`src/rtl/opstat_pkg.sv`:
```
package opstat_pkg;
   typedef enum logic [1:0] {
      PH_WINDOW = 2'd0,
      PH_RUN    = 2'd1,
      PH_DONE   = 2'd2,
      PH_TMO    = 2'd3
   } phase_e;

   localparam int STATUS_W = 8;
   localparam int B_POLL   = 7;
   localparam int B_TOG    = 6;
   localparam int B_TMO    = 5;
   localparam int B_ERS    = 3;
   localparam int B_SECTOG = 2;
endpackage

```
`src/rtl/opstat_edge.sv`:
```
module opstat_edge (
   input  logic clk,
   input  logic rst_n,
   input  logic level,
   output logic rise
);
   logic level_q;

   always_ff @(posedge clk or negedge rst_n) begin
      if (!rst_n) level_q <= 1'b0;
      else        level_q <= level;
   end

   assign rise = level & ~level_q;
endmodule

```
`src/rtl/opstat_sector_hit.sv`:
```
module opstat_sector_hit #(
   parameter int ADDR_W = 19,
   parameter int SECT_W = 3,
   localparam int NUM_SECT = 1 << SECT_W
) (
   input  logic [ADDR_W-1:0]   addr,
   input  logic [NUM_SECT-1:0] sel,
   output logic                hit
);
   logic [SECT_W-1:0]   sect_idx;
   logic [NUM_SECT-1:0] match;

   assign sect_idx = addr[ADDR_W-1 -: SECT_W];

   for (genvar s = 0; s < NUM_SECT; s++) begin : g_sect
      assign match[s] = sel[s] && (sect_idx == SECT_W'(s));
   end

   assign hit = |match;
endmodule

```
`src/rtl/opstat_flag.sv`:
```
module opstat_flag #(
   parameter bit TOGGLE = 1'b1
) (
   input  logic clk,
   input  logic rst_n,
   input  logic set_or_flip,
   input  logic clr,
   output logic q
);
   if (TOGGLE) begin : g_toggle
      always_ff @(posedge clk or negedge rst_n) begin
         if (!rst_n)           q <= 1'b0;
         else if (set_or_flip) q <= ~q;
      end
   end else begin : g_sticky
      always_ff @(posedge clk or negedge rst_n) begin
         if (!rst_n)           q <= 1'b0;
         else if (set_or_flip) q <= 1'b1;
         else if (clr)         q <= 1'b0;
      end
   end
endmodule

```
`src/rtl/opstat_gen.sv`:
```
module opstat_gen
   import opstat_pkg::*;
#(
   parameter int ADDR_W = 19,
   parameter int SECT_W = 3,
   localparam int NUM_SECT = 1 << SECT_W
) (
   input  logic                clk,
   input  logic                rst_n,
   input  logic                rd_strobe,
   input  logic [ADDR_W-1:0]   rd_addr,
   input  logic                op_erase,
   input  logic                prog_bit7,
   input  logic [1:0]          phase,
   input  logic [NUM_SECT-1:0] erase_sel,
   input  logic                tmo_clear,
   output logic [STATUS_W-1:0] status
);
   if (SECT_W < 1 || SECT_W > ADDR_W) begin : g_bad_sect
      $error("opstat_gen: SECT_W must lie in 1..ADDR_W");
   end
   if (NUM_SECT > 64) begin : g_bad_count
      $error("opstat_gen: too many sectors");
   end

   logic rd_rise, sect_hit;
   logic active, is_tmo, is_done, is_window;
   logic tog_all_q, tog_sect_q, tmo_q;

   assign is_done   = (phase == PH_DONE);
   assign is_tmo    = (phase == PH_TMO);
   assign is_window = (phase == PH_WINDOW);
   assign active    = ~is_done;

   opstat_edge u_edge (
      .clk   (clk),
      .rst_n (rst_n),
      .level (rd_strobe),
      .rise  (rd_rise)
   );

   opstat_sector_hit #(.ADDR_W(ADDR_W), .SECT_W(SECT_W)) u_hit (
      .addr (rd_addr),
      .sel  (erase_sel),
      .hit  (sect_hit)
   );

   opstat_flag #(.TOGGLE(1'b1)) u_tog_all (
      .clk         (clk),
      .rst_n       (rst_n),
      .set_or_flip (rd_rise & active),
      .clr         (1'b0),
      .q           (tog_all_q)
   );

   opstat_flag #(.TOGGLE(1'b1)) u_tog_sect (
      .clk         (clk),
      .rst_n       (rst_n),
      .set_or_flip (rd_rise & active & op_erase & sect_hit),
      .clr         (1'b0),
      .q           (tog_sect_q)
   );

   opstat_flag #(.TOGGLE(1'b0)) u_tmo (
      .clk         (clk),
      .rst_n       (rst_n),
      .set_or_flip (is_tmo),
      .clr         (tmo_clear),
      .q           (tmo_q)
   );

   always_comb begin
      status           = '0;
      status[B_POLL]   = op_erase ? is_done : (is_done ? prog_bit7 : ~prog_bit7);
      status[B_TOG]    = tog_all_q;
      status[B_TMO]    = tmo_q | is_tmo;
      status[B_ERS]    = op_erase & ~is_window;
      status[B_SECTOG] = op_erase ? (is_done | tog_sect_q) : 1'b1;
   end
endmodule

```
`config.mk`:
```
export PLATFORM = sky130hd
export DESIGN_NAME = opstat_gen
export DESIGN_NICKNAME = d
export VERILOG_FILES = /design/src/rtl/opstat_pkg.sv /design/src/rtl/opstat_edge.sv /design/src/rtl/opstat_sector_hit.sv /design/src/rtl/opstat_flag.sv /design/src/rtl/opstat_gen.sv
export SDC_FILE = /design/constraint.sdc
export NUM_CORES = 1
export LEC_CHECK = 0
export CORE_UTILIZATION = 21
export CTS_CLUSTER_SIZE = 12
export DETAILED_ROUTE_END_ITERATION = 10
export PLACE_DENSITY = 0.74
export SLEW_MARGIN = 20
export SYNTH_ARGS = -nofsm -noshare
export SYNTH_HDL_FRONTEND = slang
export SYNTH_HIERARCHICAL = 1
export SYNTH_SLANG_ARGS = --single-unit
```
`constraint.sdc`:
```
create_clock -name clk -period 0.9 [get_ports clk]
set_clock_uncertainty 0.15 [all_clocks]
set_input_delay 0.135 -clock clk [delete_from_list [all_inputs] [get_ports clk]]
set_output_delay 0.135 -clock clk [all_outputs]
set_load 0.02 [all_outputs]
```
# After elaboration in Yosys (flattened, before gate mapping)
# Cells that the tools add are included.
# word_totals
in_bits,35
regBits,4
# op_classes
n_eq_ne,9
n_reduce_logical,12
mux,5
bitwise,13
# ops
operator,n
"equality test 3 bit, second input constant",4
logical AND 1 bit,8
OR reduction 8 bit,1
"equality test 3 x 2 -> 1 bit, second input constant",2
inverter 1 bit,6
bitwise AND 1 bit,5
2-to-1 mux 1 bit,5
"equality test 2 bit, second input constant",2
"equality test 3 x 1 -> 1 bit, second input constant",1
zero test 3 bit,1
zero test 2 bit,1
bitwise OR 1 bit,2
nonzero test 2 bit,1

# Depth between registers and ports, before layout
# Gate-level depths: netlist of the first run.
# logic_depth
depth_word,5
depth_mapped,4
depth_no_buf,4

# Modules after synthesis
# The synthesis of the first run kept the hierarchy.
# modules_own_cells
module,cells_per_inst,area_each_um2,seq_area_each_um2,n_inst
opstat_gen,14,105.1,0.0,1
opstat_flag (u_tog_all ...),2,33.8,25.0,2
opstat_sector_hit,3,63.8,0.0,1
opstat_edge,2,38.8,25.0,1
opstat_flag (u_tmo),3,36.3,25.0,1

# Worst setup path before layout of the first run
# Ideal clock, no wire load.
# synth_timing
kind,input -> register
start,input port rd_addr[16]
end,register u_tog_sect.q
n_path_buf,0
t_arrival_ps,1217
slack_ps,-589
setup_time_ps,122
cell_stages,4
path_cell_list,mux4_1 -> mux2_2 -> and4_1 -> xor2_1
# synth_between
elab_chain_len,4
elab_cells_between_ends,18
cone_classes,eq/ne: 7; bitwise: 1; reduce/logical: 10
# synth_lines
item,line,rtl
from (decl),opstat_gen.sv:11,"input logic [ADDR_W-1:0] rd_addr,"
"equality test 3 x 1 -> 1 bit, or another cell as far along",opstat_sector_hit.sv:16,assign match[s] = sel[s] && (sect_idx == SECT_W'(s));
logical AND 1 bit,opstat_sector_hit.sv:16,
OR reduction 8 bit *,opstat_sector_hit.sv:19,assign hit = |match;
net sect_hit,opstat_gen.sv:26,"logic rd_rise, sect_hit;"
bitwise AND 1 bit *,opstat_gen.sv:59,".set_or_flip (rd_rise & active & op_erase & sect_hit),"
to (signal assigned),opstat_flag.sv:13,else if (set_or_flip) q <= ~q;
to (decl),opstat_flag.sv:8,output logic q
# The timed path passes the listed nets; every way through them passes the cells marked *.
# A chain may end at the register's enable or synchronous reset.

# Worst setup path in the final report of the first run
# Ends and elaborated chain as after synthesis.

==> impl_results.md, run 1 <==
- Status: complete, but fails checks
- Failing checks: negative hold slack, negative setup slack
- Layout Utilization: between 40% and 50%
- Top cells by area, synth: dfrtp_1 32%, mux4_1 17%, buf_4 9.6%
- Dpl cell area: 567 um^2
- Buf+Inv Stages, Crit Path: 1
- Synth Register Bits: 4
- Layout cell share with drive strength beyond 1: between 60% and 70%
- CP delay by family, top: multiplexers
- Peak supply drop: 409 uV
- Yosys Warn Count: 6
- Top cell type by total area after synthesis: dfrtp_1
- PnR worst setup slack: -0.383 ns
- Achievable Freq: 0.779 GHz
- Slowest-stage cell, CP: mux4_2
- Critical path type: primary input to flip-flop
- Req. time, crit path: roughly 0.87 ns
- Max cap viols: 0
- Commonest non-fill, non-tap cell in the layout: buf_2
- Post-route ant nets: 0
- Core ar.: roughly 1300 um^2
- Final Cell Area: 577 um^2
- TritonCTS clock tree: built
- Diodes inserted: 0
- CTS Buf Count: 3
- Clock latency at the later pin of the worst-skew pair: 0.24 ns
- Cells after Synth: 26
- Pwr Density: between 1500 and 2000 nW/um^2
- Area delta synth->final: 85.1%
- Vias per cell: 4.10
- Seq/Total Area, Yosys: about a third
- Boundary Pins: 43
- Largest net degree at the start of global routing: 5
- Critical path launch point type: primary input
- Via Count: a little under 300
- Number of iterations in the first detailed-routing pass: 1
- Chip Width: 40.5 um
- Area fraction of the dominant cell type after synthesis: 32.1%
- Worst path depth: 5
- DIE HEIGHT: 40.5 um
- # DRC: 0
- DP HPWL: 594 um
- Gpl congestion: between 0.6 and 0.7
- Synthesized area: between 300 and 400 um^2
- Worst Path Arrival: 1.25 ns
- Post-synthesis average cell area: 12.0 um^2
- Leakage Power: slightly above 0.3 nW
- Hold slack: -0.0481 ns
- GRT Total Usage: under 10%
- Tcrit/Tclk final: 143%
- CTS max path bufs: 2
- Final setup violation count: 6
- Most frequent cells in the layout: 12 x buf_2, 7 x buf_4, 5 x buf_6
- CP Cell Sequence: buf_8 -> mux4_2 -> mux2_4 -> and4_1 -> xor2_1
- Final Slew Violations: 0
- Rows: 13
- Pre-CTS setup slack: -1.13 ns
- Clk sinks: 4
- Critical path capture point type: flip-flop
- Clock root buffer: clkbuf_4
- Initial antenna violation count: 0
- Nets: 94
- Vias in the first global route: 299
- Hold Fails Final Rpt: 4
- Min cycle time layout: about 1.3 ns
- Final Total Pwr: a little over 1 mW
- Starting Density: 23.4%
- Worst-path fanout max: 2
- CP max stage delay: 0.48 ns
- Clock transition at path regs: around 0.04 ns
- DIE AREA: about 1600 um^2
- Port bufs: 23
- Unrepaired setup endpoints after global routing: yes
- Wirelength per Cell: 10.1 um
- R2R cell count: 4
- H-tree depth: 1
- Synth cell types: 18
- First-pass GRT wire length: 1.05 mm
- Final wirelength: between 700 and 800 um
- DRT iter0 DRCs: 0
- Hold Path Class: primary input to async pin
- Global route total overflow: 0
## sequential cells by signal, indices dropped and copies added, names as in the netlist
| name | count |
|---|---|
| u_edge/level_q | 1 |
| u_tmo/q | 1 |
| u_tog_all/q | 1 |
| u_tog_sect/q | 1 |
## power breakdown
group          switching (mW)  leakage (nW)  internal (mW)
Combinational           0.189         0.241          0.352
Clock                  0.0723        0.0138          0.149
Sequential             0.0269        0.0474          0.233
## cell families after synthesis
family          Yosys count  synth area share [%]
mux                       3                  20.5
simple gates              8                  22.1
compound gates            2                  4.82
other cells               1                  1.20
flops                     4                  32.1
xor+xnor                  3                  8.44
buf+inv                   5                  10.8
## worst register-to-register path: stages (launching register included)
cell and delay, ns:
dfrtp_1 0.36, buf_4 0.13, buf_4 0.12, buf_4 0.12
xor2_1 0.15
## final timing paths
path | to | from | slack, ns
setup / recovery | u_tog_sect/q | rd_addr[16] | -0.38
hold / removal | u_edge/level_q | rst_n | -0.05
setup reg to reg | u_tog_sect/q | u_tog_sect/q | -0.24
hold reg to reg | u_tmo/q | u_tmo/q | 0.33
max in group asynchronous | u_tmo/q | rst_n | 0.48
min in group clk | u_tmo/q | phase[0] | 0.07
## Yosys cell counts, drive strengths merged
| library cell | number |
|---|---|
| a21o | 1 |
| and2 | 2 |
| and4 | 1 |
| buf | 4 |
| conb | 1 |
| dfrtp | 4 |
| inv | 1 |
| mux2 | 1 |
| mux4 | 2 |
| nand2b | 1 |
| nand3b | 1 |
| nor2 | 1 |
| nor2b | 1 |
| o21a | 1 |
| or2 | 1 |
| xnor2 | 1 |
| xor2 | 2 |
## repair_timing
item | in CTS | in global routing
setup endpoints to repair | 8 | 6
buffers inserted | 2 | 2
pin swaps | 4 | 1
resized for setup | 81 | 0
hold endpoints to repair | 4 | 4
## metrics by stage
step / cells / setup TNS (ns)
after floorplan: 28 / -0.620
after global placement: 66 / -5.75
after detailed placement: 66 / -5.84
after CTS: 70 / -1.35
after global routing: 72 / -1.47
final: 72 / -1.27
## per-layer routing
layer | GRT usage, % | up-vias | routed length (um)
met5 | 0 | - | 0
met4 | 5.00 | 0 | 0
met3 | 1.67 | 0 | 91
met2 | 21.0 | 26 | 379
met1 | 7.92 | 125 | 253
li1 | - | 144 | -
## final cells by class
| type | instances | area, um^2 |
|---|---|---|
| sequential | 4 | 100 |
| timing repair buffer | 30 | 233 |
| clock buffer | 3 | 22.5 |
| multi-input combinational | 19 | 199 |
| fill | 146 | 757 |
| tap | 15 | 18.8 |
| inverter | 1 | 3.75 |
No activity file was read; power rests on OpenSTA's default activity.
==> run 2: changes to the inputs <==
CTS_CLUSTER_SIZE = 14   (was 12)
==> results of run 2 <==
The final DEF is identical to that of run 1; final timing and power are the same.
